<file path="config.mk">
export PLATFORM = sky130hd
export DESIGN_NAME = exc_entry_seq
export DESIGN_NICKNAME = d
export VERILOG_FILES = /design/src/rtl/exc_entry_pkg.sv /design/src/rtl/exc_cause_decode.sv /design/src/rtl/exc_target_calc.sv /design/src/rtl/exc_debug_regs.sv /design/src/rtl/exc_entry_seq.sv
export SDC_FILE = /design/constraint.sdc
export NUM_CORES = 1
export LEC_CHECK = 0
export BUFFER_PORTS_ARGS = -buffer_cell sky130_fd_sc_hd__buf_2
export CAP_MARGIN = 20
export CORE_AREA = 8 8 247 249
export DETAILED_ROUTE_END_ITERATION = 12
export DIE_AREA = 0 0 255 257
export GPL_ROUTABILITY_DRIVEN = 0
export MAX_ROUTING_LAYER = met4
export PLACE_DENSITY = 0.6
export SETUP_SLACK_MARGIN = 0.15
export SLEW_MARGIN = 20
export SYNTH_ARGS = -nofsm -noshare
export SYNTH_HDL_FRONTEND = slang
export SYNTH_SLANG_ARGS = --single-unit
</file>
<file path="constraint.sdc">
create_clock -name clk -period 5.08 [get_ports clk]
set_clock_uncertainty 0.15 [all_clocks]
set_input_delay 0.508 -clock clk [delete_from_list [all_inputs] [get_ports clk]]
set_output_delay 0.508 -clock clk [all_outputs]
set_load 0.02 [all_outputs]
</file>
<file path="src/rtl/exc_entry_pkg.sv">
package exc_entry_pkg;

  localparam int MAJ_W   = 6;
  localparam int SUB_W   = 9;
  localparam int CAUSE_W = MAJ_W + SUB_W;

  localparam logic [MAJ_W-1:0] MC_INT  = 6'h00;
  localparam logic [MAJ_W-1:0] MC_PIF  = 6'h03;
  localparam logic [MAJ_W-1:0] MC_PPI  = 6'h07;
  localparam logic [MAJ_W-1:0] MC_ADE  = 6'h08;
  localparam logic [MAJ_W-1:0] MC_BCE  = 6'h0A;
  localparam logic [MAJ_W-1:0] MC_SYS  = 6'h0B;
  localparam logic [MAJ_W-1:0] MC_FPE  = 6'h12;
  localparam logic [MAJ_W-1:0] MC_DBP  = 6'h3F;

  localparam logic [MAJ_W-1:0] DBG_BRK_CODE = 6'h0C;
  localparam int               IRQ_BASE     = 64;
  localparam int               DBG_OFFSET   = 'h480;

  typedef enum logic [1:0] {
    PATH_NORM   = 2'd0,
    PATH_REFILL = 2'd1,
    PATH_DEBUG  = 2'd2
  } path_e;

  typedef struct packed {
    logic legal;
    logic is_int;
    logic is_dbg_brk;
    logic set_badv;
    logic set_badi;
  } cause_cls_t;

  // Byte offset of vector slot idx: idx * 4 * 2^vs, or 0 when vs is 0.
  function automatic logic [63:0] vec_offset(input logic [2:0] vs,
                                             input logic [7:0] idx);
    logic [3:0] sh;
    sh = {1'b0, vs} + 4'd2;
    if (vs == 3'd0) return 64'd0;
    return 64'(idx) << sh;
  endfunction

endpackage

</file>
<file path="src/rtl/exc_cause_decode.sv">
module exc_cause_decode
  import exc_entry_pkg::*;
(
  input  logic [MAJ_W-1:0] major_i,
  input  logic [SUB_W-1:0] sub_i,
  output cause_cls_t       cls_o
);

  logic known_major;
  logic sub_ok;
  logic fetch_fault;

  always_comb begin
    known_major = 1'b0;
    sub_ok      = (sub_i == '0);
    if (major_i <= MC_PPI)                          known_major = 1'b1;
    if (major_i >= MC_BCE && major_i <= MC_FPE)     known_major = 1'b1;
    if (major_i == MC_DBP)                          known_major = 1'b1;
    if (major_i == MC_ADE) begin
      known_major = 1'b1;
      sub_ok      = (sub_i <= 9'd1);
    end
  end

  assign fetch_fault = (major_i == MC_PIF) ||
                       ((major_i == MC_ADE) && (sub_i == '0));

  always_comb begin
    cls_o.legal      = known_major && sub_ok;
    cls_o.is_int     = (major_i == MC_INT);
    cls_o.is_dbg_brk = (major_i == MC_DBP);
    cls_o.set_badv   = cls_o.legal && (major_i >= MC_SYS) && (major_i <= MC_FPE);
    cls_o.set_badi   = cls_o.legal && !cls_o.is_int && !cls_o.is_dbg_brk && !fetch_fault;
  end

endmodule

</file>
<file path="src/rtl/exc_target_calc.sv">
module exc_target_calc
  import exc_entry_pkg::*;
#(
  parameter int XLEN  = 64,
  parameter int IRQ_W = 4
) (
  input  path_e            path_i,
  input  logic             is_int_i,
  input  logic [MAJ_W-1:0] major_i,
  input  logic [IRQ_W-1:0] irq_idx_i,
  input  logic [2:0]       vs_i,
  input  logic [XLEN-1:0]  ebase_i,
  input  logic [XLEN-1:0]  rfbase_i,
  output logic [XLEN-1:0]  target_o
);

  logic [7:0]      irq_slot;
  logic [XLEN-1:0] int_off;
  logic [XLEN-1:0] exc_off;

  assign irq_slot = 8'(IRQ_BASE) + 8'(irq_idx_i);
  assign int_off  = XLEN'(vec_offset(vs_i, irq_slot));
  assign exc_off  = XLEN'(vec_offset(vs_i, 8'(major_i)));

  always_comb begin
    unique case (path_i)
      PATH_DEBUG:  target_o = ebase_i + XLEN'(DBG_OFFSET);
      PATH_REFILL: target_o = is_int_i ? ebase_i + int_off : rfbase_i;
      default:     target_o = is_int_i ? ebase_i + int_off : ebase_i + exc_off;
    endcase
  end

endmodule

</file>
<file path="src/rtl/exc_debug_regs.sv">
module exc_debug_regs
  import exc_entry_pkg::*;
#(
  parameter int XLEN = 64
) (
  input  logic             clk,
  input  logic             rst_n,
  input  logic             take_dbg_i,
  input  logic             from_int_i,
  input  logic             dret_i,
  input  logic [XLEN-1:0]  pc_i,
  output logic             state_o,
  output logic             cause_o,
  output logic             int_o,
  output logic [MAJ_W-1:0] code_o,
  output logic [XLEN-1:0]  dera_o
);

  always_ff @(posedge clk) begin
    if (!rst_n) begin
      state_o <= 1'b0;
      cause_o <= 1'b0;
      int_o   <= 1'b0;
      code_o  <= '0;
      dera_o  <= '0;
    end else if (take_dbg_i) begin
      state_o <= 1'b1;
      dera_o  <= pc_i;
      if (from_int_i) begin
        int_o <= 1'b1;
      end else begin
        cause_o <= 1'b1;
        code_o  <= DBG_BRK_CODE;
      end
    end else if (dret_i) begin
      state_o <= 1'b0;
      cause_o <= 1'b0;
      int_o   <= 1'b0;
    end
  end

endmodule

</file>
<file path="src/rtl/exc_entry_seq.sv">
module exc_entry_seq
  import exc_entry_pkg::*;
#(
  parameter int          XLEN     = 64,
  parameter int          IRQ_W    = 4,
  parameter logic [63:0] RESET_PC = 64'h1C00_0000
) (
  input  logic               clk,
  input  logic               rst_n,
  input  logic               accept_i,
  input  logic [14:0]        cause_i,
  input  logic [XLEN-1:0]    epc_i,
  input  logic [31:0]        einsn_i,
  input  logic               refill_i,
  input  logic [1:0]         cur_plv_i,
  input  logic               cur_ie_i,
  input  logic               cur_da_i,
  input  logic               cur_pg_i,
  input  logic [2:0]         vs_i,
  input  logic [IRQ_W-1:0]   irq_idx_i,
  input  logic [XLEN-1:0]    ebase_i,
  input  logic [XLEN-1:0]    rfbase_i,
  input  logic               dret_i,
  output logic [XLEN-1:0]    pc_o,
  output logic               redirect_o,
  output logic               err_o,
  output logic [1:0]         plv_o,
  output logic               ie_o,
  output logic               da_o,
  output logic               pg_o,
  output logic [1:0]         pplv_o,
  output logic               pie_o,
  output logic [XLEN-1:0]    era_o,
  output logic [5:0]         ecode_o,
  output logic [8:0]         esub_o,
  output logic [XLEN-1:0]    badv_o,
  output logic [31:0]        badi_o,
  output logic [1:0]         rf_pplv_o,
  output logic               rf_pie_o,
  output logic [XLEN-3:0]    rf_era_o,
  output logic               dbg_state_o,
  output logic               dbg_cause_o,
  output logic               dbg_int_o,
  output logic [5:0]         dbg_code_o,
  output logic [XLEN-1:0]    dera_o
);

  logic [MAJ_W-1:0] major;
  logic [SUB_W-1:0] sub;
  cause_cls_t       cls;
  path_e            path;
  logic             take_ok;
  logic             take_bad;
  logic             take_int;
  logic             path_dbg;
  logic             path_rfl;
  logic [XLEN-1:0]  target;

  assign major = cause_i[MAJ_W-1:0];
  assign sub   = cause_i[CAUSE_W-1:MAJ_W];

  exc_cause_decode u_dec (
    .major_i (major),
    .sub_i   (sub),
    .cls_o   (cls)
  );

  assign take_ok  = accept_i && cls.legal;
  assign take_bad = accept_i && !cls.legal;
  assign take_int = cls.is_int;
  assign path_dbg = cls.is_dbg_brk || (cls.is_int && dbg_state_o);
  assign path_rfl = !path_dbg && refill_i;

  always_comb begin
    if (path_dbg)      path = PATH_DEBUG;
    else if (path_rfl) path = PATH_REFILL;
    else               path = PATH_NORM;
  end

  exc_target_calc #(.XLEN(XLEN), .IRQ_W(IRQ_W)) u_tgt (
    .path_i    (path),
    .is_int_i  (cls.is_int),
    .major_i   (major),
    .irq_idx_i (irq_idx_i),
    .vs_i      (vs_i),
    .ebase_i   (ebase_i),
    .rfbase_i  (rfbase_i),
    .target_o  (target)
  );

  exc_debug_regs #(.XLEN(XLEN)) u_dbg (
    .clk        (clk),
    .rst_n      (rst_n),
    .take_dbg_i (take_ok && path_dbg),
    .from_int_i (cls.is_int),
    .dret_i     (dret_i && !accept_i),
    .pc_i       (epc_i),
    .state_o    (dbg_state_o),
    .cause_o    (dbg_cause_o),
    .int_o      (dbg_int_o),
    .code_o     (dbg_code_o),
    .dera_o     (dera_o)
  );

  // Strobes
  always_ff @(posedge clk) begin
    if (!rst_n) begin
      redirect_o <= 1'b0;
      err_o      <= 1'b0;
    end else begin
      redirect_o <= take_ok;
      err_o      <= take_bad;
    end
  end

  // Mode register and redirect PC
  always_ff @(posedge clk) begin
    if (!rst_n) begin
      pc_o  <= XLEN'(RESET_PC);
      plv_o <= 2'd0;
      ie_o  <= 1'b0;
      da_o  <= 1'b1;
      pg_o  <= 1'b0;
    end else if (take_ok) begin
      pc_o  <= target;
      plv_o <= 2'd0;
      ie_o  <= 1'b0;
      da_o  <= path_rfl ? 1'b1 : cur_da_i;
      pg_o  <= path_rfl ? 1'b0 : cur_pg_i;
    end
  end

  // Normal-path save registers
  always_ff @(posedge clk) begin
    if (!rst_n) begin
      pplv_o  <= 2'd0;
      pie_o   <= 1'b0;
      era_o   <= '0;
      ecode_o <= '0;
      esub_o  <= '0;
    end else if (take_ok && (path == PATH_NORM)) begin
      pplv_o  <= cur_plv_i;
      pie_o   <= cur_ie_i;
      era_o   <= epc_i;
      ecode_o <= major;
      esub_o  <= sub;
    end
  end

  // Refill-path save registers
  always_ff @(posedge clk) begin
    if (!rst_n) begin
      rf_pplv_o <= 2'd0;
      rf_pie_o  <= 1'b0;
      rf_era_o  <= '0;
    end else if (take_ok && path_rfl) begin
      rf_pplv_o <= cur_plv_i;
      rf_pie_o  <= cur_ie_i;
      rf_era_o  <= epc_i[XLEN-1:2];
    end
  end

  // Fault capture registers
  always_ff @(posedge clk) begin
    if (!rst_n) begin
      badv_o <= '0;
      badi_o <= '0;
    end else if (take_ok) begin
      if (cls.set_badv) badv_o <= epc_i;
      if (cls.set_badi) badi_o <= einsn_i;
    end
  end

endmodule

</file>
# Word level (Yosys, flattened, before mapping)
# Cells that the tools add are included.
[word_totals]
out_inout_bits = 387
in_bits = 256
ff_bits = 379
elab_cells = 96
[classes]
addsub = 5
eq_ne = 7
n_shift = 2
magnitude_cmp = 5
bitwise_logic = 1
reduce_logical = 34
muxes = 22
[op_table]
columns = ["cell", "count"]
rows = [
  ["$mux W64", 5],
  ["$add A64 B64 Y64", 2],
  ["$pmux W64 S2", 1],
  ["$add A64 B11 Y64 const B", 1],
  ["$shl A6 B4 Y64", 1],
  ["$shl A8 B4 Y64", 1],
  ["$logic_and A1 B1 Y1", 16],
  ["$mux W1", 15],
  ["$ge A6 B4 Y1 const B", 2],
  ["$reduce_and A2 Y1", 5],
  ["$le A9 B1 Y1 const B", 1],
  ["$logic_not A9 Y1", 1],
  ["$add A7 B4 Y8 const A", 1],
  ["$eq A6 B2 Y1 const B", 1],
  ["$eq A6 B4 Y1 const B", 1],
  ["$eq A6 B6 Y1 const B", 1],
  ["$le A6 B3 Y1 const B", 1],
  ["$le A6 B5 Y1 const B", 1],
  ["$logic_not A1 Y1", 6],
  ["$logic_not A6 Y1", 1],
  ["$add A3 B2 Y4 const B", 1],
  ["$ne A2 B2 Y1 const B", 2],
  ["$logic_not A3 Y1", 1],
  ["$eq A2 B1 Y1 const B", 1],
  ["other kinds (6)", 7],
]

# Longest topological paths before layout
# Gate-level depths: netlist of run 1.
[depth]
word_depth = 10
ltp_mapped = 18
ltp_nobuf = 15

# Modules after synthesis
# A second synthesis of run 1 with hierarchy kept.
[unflattened]
hier_cells = 2796
hier_area_um2 = 22059.9
[modules_own_cells]
columns = ["mod", "cells_each", "n_inst", "area_per_inst_um2", "seq_area_each_um2"]
rows = [
  ["exc_entry_seq", 1287, 1, 11581.1, 6226.0],
  ["exc_target_calc", 1250, 1, 7663.6, 0.0],
  ["exc_debug_regs", 229, 1, 2615.0, 1361.3],
  ["exc_cause_decode", 30, 1, 200.2, 0.0],
]

# Worst setup path after synthesis of run 1
# Ideal clock, no wire load.
[synth_timing]
path_kind = "in2reg"
from = "in vs_i[1]"
to = "reg pc_o[39]"
setup_time_ns = 0.130
slack_ns = 0.692
required_time_ns = 4.800
path_stages = 17
arrival_ns = 4.109
path_buffers = 4
path_cell_list = "ha_1 > clkbuf_1 > clkbuf_1 > clkbuf_1 > nand2_1 > o21ai_0 > nor2_1 > ha_1 > o21a_1 > o21ai_0 > a211o_1 > and4b_1 > buf_2 > nor3_1 > mux2_2 > a2111oi_0 > a21oi_1"
[synth_between]
elab_chain_cells = 6
elab_cells_between_ends = 12
cone_classes = "add/sub (3); shift (2); mux (6); reduce/logical (1)"
[synth_lines]
columns = ["element", "line", "text"]
rows = [
  ["start, declared", "exc_entry_seq.sv:19", "input logic [2:0] vs_i,"],
  ["$add A3 B2 Y4 / $logic_not A3 Y1 (equally long branches)", "exc_entry_pkg.sv:38, exc_entry_pkg.sv:39", ""],
  ["$shl A8 B4 Y64, or another cell as far along", "exc_entry_pkg.sv:40", "return 64'(idx) << sh;"],
  ["$mux W64", "exc_entry_pkg.sv:40", ""],
  ["$add A64 B64 Y64 (on tied branches)", "exc_target_calc.sv:28, exc_target_calc.sv:29", ""],
  ["$mux W64 (on tied branches)", "exc_target_calc.sv:29, exc_target_calc.sv:28", ""],
  ["$pmux W64 S2 *", "exc_target_calc.sv:26", "unique case (path_i)"],
  ["end signal, assigned", "exc_entry_seq.sv:119", "pc_o <= XLEN'(RESET_PC);"],
  ["end signal, assigned", "exc_entry_seq.sv:125", "pc_o <= target;"],
  ["end, declared", "exc_entry_seq.sv:24", "output logic [XLEN-1:0] pc_o,"],
]
# Mark *: on every way between the ends. The rest lies on a longest branch, timed or not.
# A chain may end at the register's enable or synchronous reset.

# Worst setup path after layout of run 1
# Ends and elaborated chain as after synthesis.

==> impl_metrics.env, run 1 <==
export IMPL_synth_xor_area_share_pct=3.86
export IMPL_clockBufferDepth=3
export IMPL_hpwl_um=77000
export IMPL_clock_fmax_mhz=225
export IMPL_hold_viol=0
export IMPL_place_ws_ns=0.187
export IMPL_clkSinkCount=379
export IMPL_num_io_pins=643
export IMPL_yosysSeqAreaShare_pct=35.6
export IMPL_start_kind="primary input"
export IMPL_total_power_mw=7.06
export IMPL_initial_core_util_pct=37.4
export IMPL_critPathMaxFanout=23
export IMPL_io_buffers=635
export IMPL_synth_compound_area_share_pct=24.0
export IMPL_layout_nets=3789
export IMPL_syn_area_mm2=0.0213
export IMPL_finalSetupViolations=0
export IMPL_rr_worst_depth=7
export IMPL_yosys_most_used_dff="dfxtp_1"
export IMPL_postSynthAreaPerCell_um2=7.17
export IMPL_htree_levels=2
export IMPL_grt_pass1_wl_um=153000
export IMPL_firstDrtPassIters=6
export IMPL_final_core_util_pct=46.6
export IMPL_antenna_found_initial=11
export IMPL_cp_required_ns=5.37
export IMPL_cts_root_buf="clkbuf_16"
export IMPL_period_share_pct=87.6
export IMPL_grt_overflow=0
export IMPL_synthSimpleGateAreaFrac_pct=26.6
export IMPL_synth_edf_count=0
export IMPL_clk_latency_ns=0.57
export IMPL_ys_seq_elements=379
export IMPL_dieHeight_um=257
export IMPL_via_per_inst=5.83
export IMPL_totalWireLength_um=104000
export IMPL_power_density_mw_per_mm2=266
export IMPL_worstPathCellList="buf_2, ha_1, buf_4, nand2_1, nor2_1, a21oi_1, o21ai_0, ha_1, nand3_1, or2_0, a211o_1, and4b_1, nor3_1, buf_4, mux2_2, a2111oi_0, a21oi_1"
export IMPL_slew_violations=0
export IMPL_cp_end_kind="flop"
export IMPL_synthCells=2975
export IMPL_worst_slew_pin_slew_ns=1.31
export IMPL_synthToLayoutAreaGrowth_pct=24.6
export IMPL_final_common_cell="nand2_1"
export IMPL_crit_slowest_cell="ha_1"
export IMPL_crit_type="in2reg"
export IMPL_route_antenna_remaining_nets=0
export IMPL_outcome="finished clean"
export IMPL_synth_top_family_by_area="simple AND/OR/NAND/NOR gates"
export IMPL_numCtsBuffers=43
export IMPL_async_flop_share_pct=0
export IMPL_dieWidth_um=255
export IMPL_die_area_mm2=0.0655
export IMPL_cts_tree="done"
export IMPL_vias=25100
export IMPL_hold_class="in2reg"
export IMPL_leakagePower_nw=10.9
export IMPL_cts_clk_slew_worst_paths_ns=0.06
export IMPL_maxCapViolations=0
export IMPL_fin_hold_ws_ns=0.0404
export IMPL_first_iter_violations=3083
export IMPL_synth_cell_types=85
export IMPL_hold_path_depth=3
export IMPL_tns_ns=0
export IMPL_fin_ws_ns=0.630
export IMPL_num_rows=88
export IMPL_core_area_mm2=0.0570
export IMPL_maxSlewHeadroom_pct=12.6
export IMPL_rsz0062_at_grt="no"
export IMPL_max_vdd_ir_drop_mv=0.250
export IMPL_grt_usage_pct=30.8
export IMPL_layout_common_cells="769 x nand2_1, 635 x buf_2, 429 x a21oi_1"
export IMPL_wl_per_cell_um=24.3
export IMPL_synth_fa_ha_area_share_pct=2.83
export IMPL_crit_arrival_ns=4.74
export IMPL_drc=0
export IMPL_slowest_delay_ns=0.45
export IMPL_drive_gt1_share_pct=23.1
export IMPL_synth_area_mux_share_pct=1.79
export IMPL_grt_pass1_vias=23400
export IMPL_fin_crit_ns=4.45
export IMPL_yosys_warnings=0
export IMPL_grt_max_degree=221
-- what timing repair did --
item | CTS | global route
buffers inserted | 0 | 0
resized for setup | 0 | 0
hold buffers | 6 | 0
endpoints found under the hold margin | 6 | 0
-- registers in the layout (all words and copies together) (netlist names), 2 cells and up --
register,cells
pplv_o,2
ecode_o,6
era_o,64
u_dbg.dera_o,64
rf_era_o,62
pc_o,64
rf_pplv_o,2
badi_o,32
esub_o,9
badv_o,64
-- layer usage --
| layer | track usage, % | vias up | part of all wire [%] |
|---|---|---|---|
| li1 | - | 11500 | - |
| met1 | 39.0 | 11500 | 40 |
| met2 | 46.0 | 1664 | 44 |
| met3 | 7.65 | 332 | 11 |
| met4 | 14.1 | 0 | 5.4 |
| met5 | - | - | 0 |
-- cell families after synthesis --
family / count (synthesis)
xor+xnor: 94
compound gates: 850
buf+inv: 273
flops: 379
mux: 37
other cells: 1
fa+ha+maj: 47
simple gates: 1294
-- power by group --
part	internal [mW]	leakage, nW	switching [mW]
clock	1.79	0.689	1.37
combinational	0.303	7.15	0.625
sequential	2.97	3.05	0.00106
-- per-stage QoR --
| stage | area [um2] | cells |
|---|---|---|
| detailed placement | 25100 | 4200 |
| global placement | 25100 | 4200 |
| floorplan | 21400 | 2981 |
| CTS | 26500 | 4283 |
| finish | 26600 | 4294 |
| global route | 26600 | 4294 |
-- synthesized netlist by cell type (38+ instances only) --
| master | n | area share (%) |
|---|---|---|
| xor2_1 | 39 | 1.6 |
| o21ai_0 | 119 | 2.8 |
| nor2_1 | 167 | 2.9 |
| ha_1 | 45 | 2.6 |
| o211ai_1 | 38 | 1.3 |
| a21oi_1 | 430 | 10 |
| nand4_1 | 41 | 1.2 |
| clkbuf_1 | 170 | 3.0 |
| dfxtp_1 | 379 | 36 |
| nand2_1 | 772 | 14 |
| nand3_1 | 74 | 1.7 |
| xnor2_1 | 55 | 2.3 |
| nor3_1 | 82 | 1.9 |
| buf_2 | 50 | 1.2 |
-- layout make-up --
type	instances	area, um2
diodes	11	27.5
clock buffers	65	1270
clock inverters	12	133
fillers	5874	30500
inverters	28	113
multi-input cells	2329	12700
flip-flops and latches	379	7590
well taps	765	957
repair buffers	705	3770
-- critical path, delay by kind of cell --
| kind | cells | cell delay, ns |
|---|---|---|
| adders and majority gates | 2 | 0.74 |
| muxes | 1 | 0.32 |
| and+or+nand+nor | 6 | 1.43 |
| buffers and inverters | 3 | 0.66 |
| AOI/OAI and AO/OA | 5 | 1.06 |
-- worst paths after layout --
kind | from | slack (ns) | end
worst max register to register | u_dbg.state_o$_SDFFE_PN0P_ | 1.90 | rf_era_o[25]$_SDFFE_PN0P_
worst min register to register | ecode_o[0]$_SDFFE_PN0P_ | 0.30 | ecode_o[0]$_SDFFE_PN0P_
worst min-delay path | einsn_i[13] | 0.04 | badi_o[13]$_SDFFE_PN0P_
worst max-delay path | vs_i[1] | 0.63 | pc_o[39]$_SDFFE_PN0P_
(Power assumes the default switching activity.)
==> inputs of run 2 (changes only) <==
--- a/config.mk
+++ b/config.mk
@@ -5,14 +5,18 @@
 export SDC_FILE = /design/constraint.sdc
 export NUM_CORES = 1
 export LEC_CHECK = 0
+export ABC_AREA = 1
 export BUFFER_PORTS_ARGS = -buffer_cell sky130_fd_sc_hd__buf_2
 export CAP_MARGIN = 20
-export CORE_AREA = 8 8 247 249
+export CELL_PAD_IN_SITES_DETAIL_PLACEMENT = 1
+export CELL_PAD_IN_SITES_GLOBAL_PLACEMENT = 2
+export CORE_ASPECT_RATIO = 1.2
+export CORE_MARGIN = 8
+export CORE_UTILIZATION = 27
 export DETAILED_ROUTE_END_ITERATION = 12
-export DIE_AREA = 0 0 255 257
 export GPL_ROUTABILITY_DRIVEN = 0
 export MAX_ROUTING_LAYER = met4
-export PLACE_DENSITY = 0.6
+export PLACE_DENSITY = 0.8
 export SETUP_SLACK_MARGIN = 0.15
 export SLEW_MARGIN = 20
 export SYNTH_ARGS = -nofsm -noshare
==> run 2 against run 1 <==
Net effect:
- via count rose by 12%
- clock-buffer cell count is 8 lower
- synthesized cell count rose by 26%
- critical path type unchanged
- global-route usage down 2.8 points
- sequential power hardly changed
- die area up 44%
==> impl_metrics.env, run 2 <==
export IMPL_ctsHoldBuffers=40
export IMPL_synth_fa_ha_area_share_pct=2.64
export IMPL_layout_nets=4644
export IMPL_finalInstanceArea_mm2=0.0291
export IMPL_seq_area_mm2=0.00759
export IMPL_synth_edf_count=0
export IMPL_async_flop_share_pct=0
export IMPL_rr_worst_depth=9
export IMPL_synth_xor_area_share_pct=1.26
export IMPL_initial_core_util_pct=27.1
export IMPL_power_density_mw_per_mm2=261
export IMPL_met2_usage_pct=47.1
export IMPL_grt_busiest_layer="met2"
export IMPL_place_ws_ns=0.537
export IMPL_clockBufferDepth=3
export IMPL_drc=0
export IMPL_cts_root_buf="clkbuf_16"
export IMPL_cts_tree="done"
export IMPL_synth_top_family_by_area="simple AND/OR/NAND/NOR gates"
export IMPL_period_share_pct=79.0
export IMPL_synth_cell_types=50
export IMPL_min_to="badi_o[31]$_SDFFE_PN0P_"
export IMPL_layout_common_cells="1099 x nand2_1, 634 x buf_2, 491 x nor2_1"
export IMPL_synthCells=3757
export IMPL_crit_type="in2reg"
export IMPL_rsz0062_at_grt="no"
export IMPL_die_area_mm2=0.0943
export IMPL_postSynthAreaPerCell_um2=6.09
export IMPL_critPathMaxFanout=19
export IMPL_cp_required_ns=5.49
export IMPL_drive_gt1_share_pct=18.2
export IMPL_yosysTopAreaCell="dfxtp_1"
export IMPL_first_iter_violations=2079
export IMPL_io_buffers=635
export IMPL_synth_common_cells="1099 x nand2_1, 493 x nor2_1, 408 x inv_1"
export IMPL_postCtsSetupBuffers=0
export IMPL_met3_usage_pct=6.25
export IMPL_start_kind="primary input"
export IMPL_synth_area_leaders="dfxtp_1 33%, nand2_1 18%, nor2_1 8.1%"
export IMPL_fin_crit_ns=4.02
export IMPL_htree_levels=2
export IMPL_multi_input_area_mm2=0.0130
export IMPL_max_vdd_ir_drop_mv=0.235
export IMPL_ys_seq_elements=379
export IMPL_clock_fmax_mhz=249
export IMPL_route_antenna_remaining_nets=0
export IMPL_tns_ns=0
export IMPL_rrSetupSlack_ns=2.31
export IMPL_grt_max_degree=129
export IMPL_totalWireLength_um=134000
export IMPL_yosys_most_used_dff="dfxtp_1"
export IMPL_worst_slew_pin_slew_ns=1.23
export IMPL_num_io_pins=643
export IMPL_total_power_mw=7.60
export IMPL_cp_end_kind="flop"
export IMPL_maxSlewHeadroom_pct=17.2
export IMPL_hold_path_depth=3
export IMPL_via_per_inst=5.07
export IMPL_synth_compound_area_share_pct=16.7
export IMPL_clk_latency_ns=0.59
export IMPL_dieHeight_um=335
export IMPL_yosys_warnings=0
export IMPL_fill_cells=11200
export IMPL_antenna_found_initial=17
export IMPL_synth_area_mux_share_pct=0.263
export IMPL_synthSimpleGateAreaFrac_pct=35.5
export IMPL_hpwl_um=103000
export IMPL_yosysSeqAreaShare_pct=33.2
export IMPL_maxCapViolations=0
export IMPL_clkSinkCount=379
export IMPL_grt_pass1_wl_um=193000
export IMPL_placed_area_mm2=0.0271
export IMPL_use_met1_pct=32.4
export IMPL_core_area_mm2=0.0845
export IMPL_fin_ws_ns=1.06
export IMPL_grt_pass1_vias=28700
export IMPL_outcome="finished clean"
export IMPL_grt_overflow=0
export IMPL_vias=27900
export IMPL_cts_clk_slew_worst_paths_ns=0.06
export IMPL_synth_top_area_share_pct=33.2
export IMPL_finalSetupViolations=0
export IMPL_crit_arrival_ns=4.42
export IMPL_final_common_cell="nand2_1"
export IMPL_r2r_end="pc_o[0]$_SDFFE_PN0P_"
export IMPL_firstDrtPassIters=5
export IMPL_syn_area_mm2=0.0229
export IMPL_hold_viol=0
export IMPL_worstHoldStart="einsn_i[31]"
export IMPL_worstReg2RegStart="u_dbg.state_o$_SDFFE_PN0P_"
export IMPL_numCtsBuffers=45
export IMPL_cts_resized=0
export IMPL_grt_usage_pct=28.0
export IMPL_dieWidth_um=282
export IMPL_wl_per_cell_um=24.3
export IMPL_slew_violations=0
export IMPL_leakagePower_nw=15.1
export IMPL_hold_class="in2reg"
export IMPL_num_rows=117
export IMPL_yosysMostFrequentCell="nand2_1"
export IMPL_synthToLayoutAreaGrowth_pct=27.2
run 2: cell count changes after synthesis, moves of 49 or more:
cell	before	now
nor3_1	82	33
clkbuf_1	170	95
inv_1	27	408
nor2_1	167	493
o21ai_0	119	293
nand3_1	74	270
a21oi_1	430	263
nand2_1	772	1099
run 2: critical path, stage by stage:
cell,delay [ns]
buf_2,0.18
ha_1,0.32
clkinv_1,0.40
o21ai_0,0.37
o22ai_1,0.14
ha_1,0.39
nand2_1,0.12
nor2_1,0.18
inv_1,0.10
nor3_1,0.42
nand3_1,0.17
nand3_1,0.38
nand2_1,0.15
nand2_1,0.09
nand2_1,0.05
o21ai_0,0.17
nand2_1,0.07
nand2_1,0.08
nand2_1,0.05
nand2_1,0.06
run 2: per-stage QoR:
stage	hold WS, ns	utilization [%]	std cells
2_1_floorplan	0.369	-	3763
3_3_place_gp	0.273	32.0	5383
3_5_place_dp	0.279	32.0	5383
4_1_cts	0.00106	34.4	5503
5_1_grt	0.0164	34.5	5517
6_report	0.0424	34.5	5517
run 2: cell families (layout without fill, tap and decap cells):
family,Yosys count,in the layout
AOI/OAI and AO/OA,705,705
xor gates and xnor gates,33,33
adders and majority gates,47,47
buffers and inverters,601,1212
DFF,379,379
muxes,6,6
other,1,20
and+or+nand+nor,1985,1985
run 2: final cells by class:
class,count,share of cell area (%)
diodes,13,0.112
clock buffers,57,4.23
clock inverters,23,1.17
inverters,423,5.48
repair buffers,709,13.5
multi-input cells,2783,44.6
flip-flops and latches,379,26.1
well taps,1130,4.86
run 2: routing by layer:
metal | wire length, um | up-vias
met4 | 5710 | 0
met5 | 0 | -
met3 | 10000 | 231
li1 | - | 13200
met1 | 54400 | 13500
met2 | 63800 | 1020
run 2: worst max-delay path by stage:
| stage | startpoint | end | slack [ns] | cells after the start |
|---|---|---|---|---|
| floorplan | vs_i[1] | pc_o[48]$_SDFFE_PN0P_ | 1.67 | 23 |
| global placement | vs_i[1] | pc_o[16]$_SDFFE_PN0P_ | 0.59 | 16 |
| detailed placement | vs_i[1] | pc_o[38]$_SDFFE_PN0P_ | 0.54 | 20 |
| CTS | vs_i[1] | pc_o[38]$_SDFFE_PN0P_ | 1.19 | 20 |
| global route | vs_i[1] | pc_o[53]$_SDFFE_PN0P_ | 0.70 | 21 |
| finish | vs_i[1] | pc_o[38]$_SDFFE_PN0P_ | 1.06 | 20 |
run 2: report_power, final:
group / internal, mW / switching [mW] / total, mW
clock: 2.04 / 1.48 / 3.52
combinational: 0.323 / 0.786 / 1.11
sequential: 2.97 / 0.000575 / 2.97
total: 5.34 / 2.26 / 7.60
